### src/rtl/bsched_pkg.sv
package bsched_pkg;

    localparam int DEF_ENTRIES = 8;
    localparam int DEF_THREADS = 4;
    localparam int DEF_BANKS   = 4;
    localparam int DEF_ROW_W   = 8;
    localparam int DEF_AGE_W   = 6;
    localparam int DEF_RANK_W  = 2;

    typedef enum logic {
        POL_BATCH    = 1'b0,
        POL_BASELINE = 1'b1
    } policy_e;

    // priority key layout, most significant first:
    // eligible | mark | row hit | rank | age
    function automatic int key_width(input int rank_w, input int age_w);
        return 3 + rank_w + age_w;
    endfunction

endpackage

### src/rtl/bank_mark_scan.sv
module bank_mark_scan #(
    parameter int N_ENT  = 8,
    parameter int N_BANK = 4,
    localparam int BANK_W = $clog2(N_BANK)
) (
    input  logic [N_ENT-1:0]        req_valid,
    input  logic [N_ENT-1:0]        req_mark,
    input  logic [N_ENT*BANK_W-1:0] req_bank,
    output logic [N_BANK-1:0]       bank_has_mark
);
    for (genvar b = 0; b < N_BANK; b++) begin : g_bank
        always_comb begin
            bank_has_mark[b] = 1'b0;
            for (int i = 0; i < N_ENT; i++) begin
                if (req_valid[i] && req_mark[i] &&
                    (req_bank[i*BANK_W +: BANK_W] == BANK_W'(b)))
                    bank_has_mark[b] = 1'b1;
            end
        end
    end
endmodule

### src/rtl/req_key_build.sv
module req_key_build
    import bsched_pkg::*;
#(
    parameter int N_ENT  = 8,
    parameter int N_THR  = 4,
    parameter int N_BANK = 4,
    parameter int ROW_W  = 8,
    parameter int AGE_W  = 6,
    parameter int RANK_W = 2,
    localparam int THR_W  = $clog2(N_THR),
    localparam int BANK_W = $clog2(N_BANK),
    localparam int KEY_W  = key_width(RANK_W, AGE_W)
) (
    input  logic                     baseline_mode,
    input  logic [N_ENT-1:0]         req_valid,
    input  logic [N_ENT-1:0]         req_mark,
    input  logic [N_ENT*THR_W-1:0]   req_thread,
    input  logic [N_ENT*BANK_W-1:0]  req_bank,
    input  logic [N_ENT*ROW_W-1:0]   req_row,
    input  logic [N_ENT*AGE_W-1:0]   req_age,
    input  logic [N_THR*RANK_W-1:0]  thread_rank,
    input  logic [N_BANK*ROW_W-1:0]  open_row,
    input  logic [N_BANK-1:0]        bank_ready,
    input  logic [N_BANK-1:0]        bank_has_mark,
    output logic [N_ENT-1:0]         elig,
    output logic [N_ENT*KEY_W-1:0]   keys
);
    policy_e pol;
    assign pol = policy_e'(baseline_mode);

    for (genvar i = 0; i < N_ENT; i++) begin : g_ent
        logic [BANK_W-1:0] bnk;
        logic [THR_W-1:0]  thr;
        logic              hit;
        logic              mk;
        logic [RANK_W-1:0] rnk;

        assign bnk = req_bank[i*BANK_W +: BANK_W];
        assign thr = req_thread[i*THR_W +: THR_W];
        assign hit = (req_row[i*ROW_W +: ROW_W] == open_row[bnk*ROW_W +: ROW_W]);
        assign mk  = (pol == POL_BATCH) && req_mark[i];
        assign rnk = (pol == POL_BATCH) ? thread_rank[thr*RANK_W +: RANK_W] : '0;

        // unmarked work only where the bank has nothing marked (batch policy)
        assign elig[i] = req_valid[i] && bank_ready[bnk] &&
                         ((pol == POL_BASELINE) || req_mark[i] || !bank_has_mark[bnk]);

        assign keys[i*KEY_W +: KEY_W] = elig[i]
            ? {1'b1, mk, hit, rnk, req_age[i*AGE_W +: AGE_W]}
            : '0;
    end
endmodule

### src/rtl/prio_tree.sv
module prio_tree #(
    parameter int N_ENT = 8,
    parameter int KEY_W = 11,
    localparam int IDX_W = $clog2(N_ENT),
    localparam int P     = 1 << IDX_W
) (
    input  logic [N_ENT*KEY_W-1:0] keys,
    output logic                   win_valid,
    output logic [IDX_W-1:0]       win_idx
);
    logic [KEY_W-1:0] key_n [2*P-1];
    logic [IDX_W-1:0] idx_n [2*P-1];

    for (genvar i = 0; i < P; i++) begin : g_leaf
        if (i < N_ENT) begin : g_real
            assign key_n[P-1+i] = keys[i*KEY_W +: KEY_W];
        end else begin : g_pad
            assign key_n[P-1+i] = '0;
        end
        assign idx_n[P-1+i] = IDX_W'(i);
    end

    // left subtree always holds lower indices, so ties go left
    for (genvar k = 0; k < P-1; k++) begin : g_node
        logic take_l;
        assign take_l   = key_n[2*k+1] >= key_n[2*k+2];
        assign key_n[k] = take_l ? key_n[2*k+1] : key_n[2*k+2];
        assign idx_n[k] = take_l ? idx_n[2*k+1] : idx_n[2*k+2];
    end

    assign win_valid = key_n[0][KEY_W-1];
    assign win_idx   = idx_n[0];
endmodule

### src/rtl/batch_req_arbiter.sv
module batch_req_arbiter
    import bsched_pkg::*;
#(
    parameter int N_ENT  = DEF_ENTRIES,
    parameter int N_THR  = DEF_THREADS,
    parameter int N_BANK = DEF_BANKS,
    parameter int ROW_W  = DEF_ROW_W,
    parameter int AGE_W  = DEF_AGE_W,
    parameter int RANK_W = DEF_RANK_W,
    localparam int THR_W  = $clog2(N_THR),
    localparam int BANK_W = $clog2(N_BANK),
    localparam int IDX_W  = $clog2(N_ENT),
    localparam int KEY_W  = key_width(RANK_W, AGE_W)
) (
    input  logic                    clk,
    input  logic                    rst,
    input  logic                    baseline_mode,
    input  logic [N_ENT-1:0]        req_valid,
    input  logic [N_ENT-1:0]        req_mark,
    input  logic [N_ENT*THR_W-1:0]  req_thread,
    input  logic [N_ENT*BANK_W-1:0] req_bank,
    input  logic [N_ENT*ROW_W-1:0]  req_row,
    input  logic [N_ENT*AGE_W-1:0]  req_age,
    input  logic [N_THR*RANK_W-1:0] thread_rank,
    input  logic [N_BANK*ROW_W-1:0] open_row,
    input  logic [N_BANK-1:0]       bank_ready,
    output logic                    grant_valid,
    output logic [IDX_W-1:0]        grant_idx
);
    logic [N_BANK-1:0]      bank_has_mark;
    logic [N_ENT-1:0]       elig;
    logic [N_ENT*KEY_W-1:0] keys;
    logic                   win_valid;
    logic [IDX_W-1:0]       win_idx;
    logic [BANK_W-1:0]      win_bank;

    bank_mark_scan #(.N_ENT(N_ENT), .N_BANK(N_BANK)) u_scan (
        .req_valid     (req_valid),
        .req_mark      (req_mark),
        .req_bank      (req_bank),
        .bank_has_mark (bank_has_mark)
    );

    req_key_build #(
        .N_ENT(N_ENT), .N_THR(N_THR), .N_BANK(N_BANK),
        .ROW_W(ROW_W), .AGE_W(AGE_W), .RANK_W(RANK_W)
    ) u_keys (
        .baseline_mode (baseline_mode),
        .req_valid     (req_valid),
        .req_mark      (req_mark),
        .req_thread    (req_thread),
        .req_bank      (req_bank),
        .req_row       (req_row),
        .req_age       (req_age),
        .thread_rank   (thread_rank),
        .open_row      (open_row),
        .bank_ready    (bank_ready),
        .bank_has_mark (bank_has_mark),
        .elig          (elig),
        .keys          (keys)
    );

    prio_tree #(.N_ENT(N_ENT), .KEY_W(KEY_W)) u_tree (
        .keys      (keys),
        .win_valid (win_valid),
        .win_idx   (win_idx)
    );

    assign win_bank = req_bank[win_idx*BANK_W +: BANK_W];

    always_ff @(posedge clk) begin
        if (rst) begin
            grant_valid <= 1'b0;
            grant_idx   <= '0;
        end else begin
            grant_valid <= win_valid;
            grant_idx   <= win_valid ? win_idx : '0;
        end
    end


    win_ready_chk: assert property (@(posedge clk) disable iff (rst)
        win_valid |-> (req_valid[win_idx] && bank_ready[win_bank]));


    no_grant_idle_chk: assert property (@(posedge clk) disable iff (rst)
        (elig == '0) |=> !grant_valid);


    mark_first_chk: assert property (@(posedge clk) disable iff (rst)
        (win_valid && !baseline_mode && ((elig & req_mark) != '0)) |-> req_mark[win_idx]);


    bank_block_chk: assert property (@(posedge clk) disable iff (rst)
        (win_valid && !baseline_mode && !req_mark[win_idx]) |-> !bank_has_mark[win_bank]);

endmodule

### config.mk
export PLATFORM = sky130hd
export DESIGN_NAME = batch_req_arbiter
export DESIGN_NICKNAME = d
export VERILOG_FILES = /design/src/rtl/bsched_pkg.sv /design/src/rtl/bank_mark_scan.sv /design/src/rtl/req_key_build.sv /design/src/rtl/prio_tree.sv /design/src/rtl/batch_req_arbiter.sv
export SDC_FILE = /design/constraint.sdc
export NUM_CORES = 1
export LEC_CHECK = 0
export ABC_CLOCK_PERIOD_IN_PS = 15800
export BUFFER_PORTS_ARGS = -buffer_cell sky130_fd_sc_hd__buf_2
export CORE_MARGIN = 4
export CORE_UTILIZATION = 32
export CTS_CLUSTER_SIZE = 14
export DETAILED_ROUTE_END_ITERATION = 16
export SYNTH_ARGS = -nofsm -noshare
export SYNTH_HDL_FRONTEND = slang
export SYNTH_SLANG_ARGS = --single-unit
### constraint.sdc
create_clock -name clk -period 15.8 [get_ports clk]
set_clock_uncertainty 0.2 [all_clocks]
set_input_delay 2.37 -clock clk [delete_from_list [all_inputs] [get_ports clk]]
set_output_delay 2.37 -clock clk [all_outputs]
set_load 0.02 [all_outputs]
==> metrics.cfg <==
[cts]
number_of_buffers_inserted_during_clock_tree_synthesis = 3
cts_tree = yes
numClockSinks = 4
cts_root_buffer = sky130_fd_sc_hd__clkbuf_16
cts_max_level = 1
cts_setup_buffers = 0
ctsHoldBuffers = 0
cts.reportedPaths.clkPinSlew_ns = 0.03
ctsResizeCount = 0
max-clock-path-buffers = 2

[worst_setup_path]
cp-end-kind = flip-flop
slowest_delay_ns = 0.99
critPathMaxFanout = 16
worstSetupPathType = primary input to flip-flop
setup.worst_path.start_class = primary input
critPathRequiredTime_ns = 15.73
cp.arrival_ns = 10.62
slowest_stage = sky130_fd_sc_hd__a211oi_1

[cells_and_area]
nets = 1174
sequential_cell_area_um2 = 80.1
multiInputGateArea_um2 = 6250
fin_util_pct = 38.9
fillers = 2128
post_route_cells_drive_above_1_share_pct = 36.0
layoutNonFillerInstCount = 1160
syn2layout_area_growth_pct = 19.0

[floorplan]
dieWidth_um = 152
floorplan.initialDensity_pct = 32.7
dieArea_um2 = 23100
design.portCount = 211
core_area_um2 = 20300
placement_rows = 52
die-height_um = 152

[synthesis]
synth-seq-cells = 4
synth_compound_area_share_pct = 17.1
syn_nets = 1001
combinational_family_with_the_most_area_after_synthesis = multiplexers
yosys_warnings = 0
yosys-top-cells-area = sky130_fd_sc_hd__mux4_2 (31%), sky130_fd_sc_hd__ha_1 (15%), sky130_fd_sc_hd__xnor2_1 (8.5%)
synth_simple_gate_area_share_pct = 21.5
synthMuxAreaShare_pct = 32.5
async_reset_ff_share_pct = 0
area_share_of_the_leading_cell_type_in_the_synthesized_netlist_pct = 30.6
synth-edff-count = 0
yosys.area_share.adder_pct = 14.5
synth.cell_area_um2 = 6630
netlist_cell_types = 61
syn_avg_cell_area_um2 = 9.25
postSynth.topFlopCell = sky130_fd_sc_hd__dfxtp_1
yosysMostFrequentCell = sky130_fd_sc_hd__mux4_2
yosys.area_share.xor_xnor_pct = 8.45
seq_area_frac_synth_pct = 1.21
synth_common_cells = sky130_fd_sc_hd__mux4_2 (90), sky130_fd_sc_hd__ha_1 (77), sky130_fd_sc_hd__xnor2_1 (64)
synth_area_leader_cell = sky130_fd_sc_hd__mux4_2
synthCells = 717

[pwr]
switching_power_share_of_the_total_pct = 49.5
p_leak_nw = 3.24
internal_power_mw = 0.235
vdd_ir_drop_max_mv = 0.0305
power_per_cell_area_nw_per_um2 = 59.0
combPwrFrac_pct = 88.6
p_switching_mw = 0.231
clock_power_share_pct = 8.4
seqPwrFrac_pct = 3.0

[drt]
remaining_antenna_violation_count = 0
drcViolationCount = 0
wire_per_inst_um = 21.6
initialDrtViolationCount = 656
viasPerCell = 6.02
total_via_count_in_the_routed_design = 6979
first_pass_iters = 5
detail_route.wirelength_um = 25100

[sta]
timing.final.crit_share_pct = 67.6
finalHoldViolations = 0
min_cycle_time_layout_ns = 10.69
max_freq_mhz = 93.6
worstMarginPinSlew_ns = 1.25
tns_ns = 0
timing.final.max_slew_violations = 0
setup_viol = 0
slew_headroom_pct = 16.5
grt_setup_unrepaired = no

[grt]
number_of_global_route_vias_before_repair = 6870
grt_antenna_before_repair = 2
grt_start_max_net_pins = 29
globalRouteTotalUtil_pct = 20.2
grt_pass1_wl_um = 38300
overflow = 0

[place]
hpwl_um = 20600
dp_cells = 1155
io_buffers = 210
globalplace.congestion = 0.912

[status]
outcome = finished clean

[run]
max_capacitance_violation_count = 0

[hold_path]
min_delay_worst_endpoint = grant_idx[1]
min_delay_path_depth = 2
hp-start = rst
hold_class = primary input to flip-flop

[critical path, delay by kind of cell]
family	cells	cell delay [ns]
AO/OA/AOI/OAI	17	4.24
adder cells (fa/ha/maj)	3	0.92
buffers and inverters	2	0.44
AND/OR/NAND/NOR	9	2.62
[cell type report]
cell class,count,share of cell area [%]
Inverter,19,0.904
Multi-Input combinational cell,649,79.2
Sequential cell,4,1.01
Antenna cell,2,0.0634
Tap cell,270,4.28
Timing Repair Buffer,213,13.6
Clock buffer,3,0.951
[placed cells by master (no fill, tap or decap), types with 19 or more instances in the layout]
| cell | netlist | routed |
|---|---|---|
| sky130_fd_sc_hd__a21oi_1 | 26 | 26 |
| sky130_fd_sc_hd__nand4_1 | 33 | 33 |
| sky130_fd_sc_hd__inv_1 | 19 | 19 |
| sky130_fd_sc_hd__xnor2_1 | 64 | 64 |
| sky130_fd_sc_hd__mux4_2 | 90 | 90 |
| sky130_fd_sc_hd__a22o_1 | 24 | 24 |
| sky130_fd_sc_hd__and2_1 | 52 | 52 |
| sky130_fd_sc_hd__buf_2 | 13 | 210 |
| sky130_fd_sc_hd__ha_1 | 77 | 77 |
| sky130_fd_sc_hd__nand2_1 | 54 | 54 |
| sky130_fd_sc_hd__nor2_1 | 30 | 30 |
[registers in the layout (all words and copies together) (netlist names)]
register	cells
grant_idx	3
grant_valid	1
[cell families after synthesis]
logic type      count (synthesis)
compound gates                151
fa+ha+maj                      77
mux                           103
simple gates                  254
buf+inv                        64
xor+xnor                       64
flops                           4
[power groups by stage]
stage / clock (mW) / sequential [mW] / combinational [mW]
after floorplan: 0 / 0.0186 / 0.288
after detailed placement: 0 / 0.0144 / 0.408
final: 0.0392 / 0.0142 / 0.413
after global placement: 0 / 0.0144 / 0.407
after CTS: 0.0403 / 0.0142 / 0.410
after global routing: 0.0408 / 0.0145 / 0.458
[worst max path at each step]
stage	startpoint	slack (ns)	endpoint
after floorplan	req_bank[8]	6.73	grant_valid
after global placement	req_bank[0]	4.94	grant_valid
after detailed placement	req_bank[0]	4.97	grant_valid
after CTS	req_bank[0]	5.21	grant_valid
after global routing	req_bank[12]	4.28	grant_valid
final	req_bank[12]	5.11	grant_valid
[routing by layer]
layer | global-route usage, % | vias to the layer above | wire, um
met3 | 5.18 | 34 | 2500
met2 | 33.0 | 356 | 11900
met1 | 27.2 | 3361 | 10200
li1 | - | 3228 | -
met5 | 0 | - | 0
met4 | 4.07 | 0 | 475
[per-stage QoR]
| stage | power, mW | hold slack, ns | setup slack [ns] | cell area (um2) |
|---|---|---|---|---|
| after floorplan | 0.307 | 2.24 | 6.73 | 6630 |
| after global placement | 0.422 | 2.38 | 4.94 | 7810 |
| after detailed placement | 0.423 | 2.38 | 4.97 | 7810 |
| after CTS | 0.465 | 2.14 | 5.21 | 7890 |
| after global routing | 0.514 | 2.15 | 4.28 | 7890 |
| final | 0.466 | 2.15 | 5.11 | 7890 |
(Power assumes the default switching activity.)
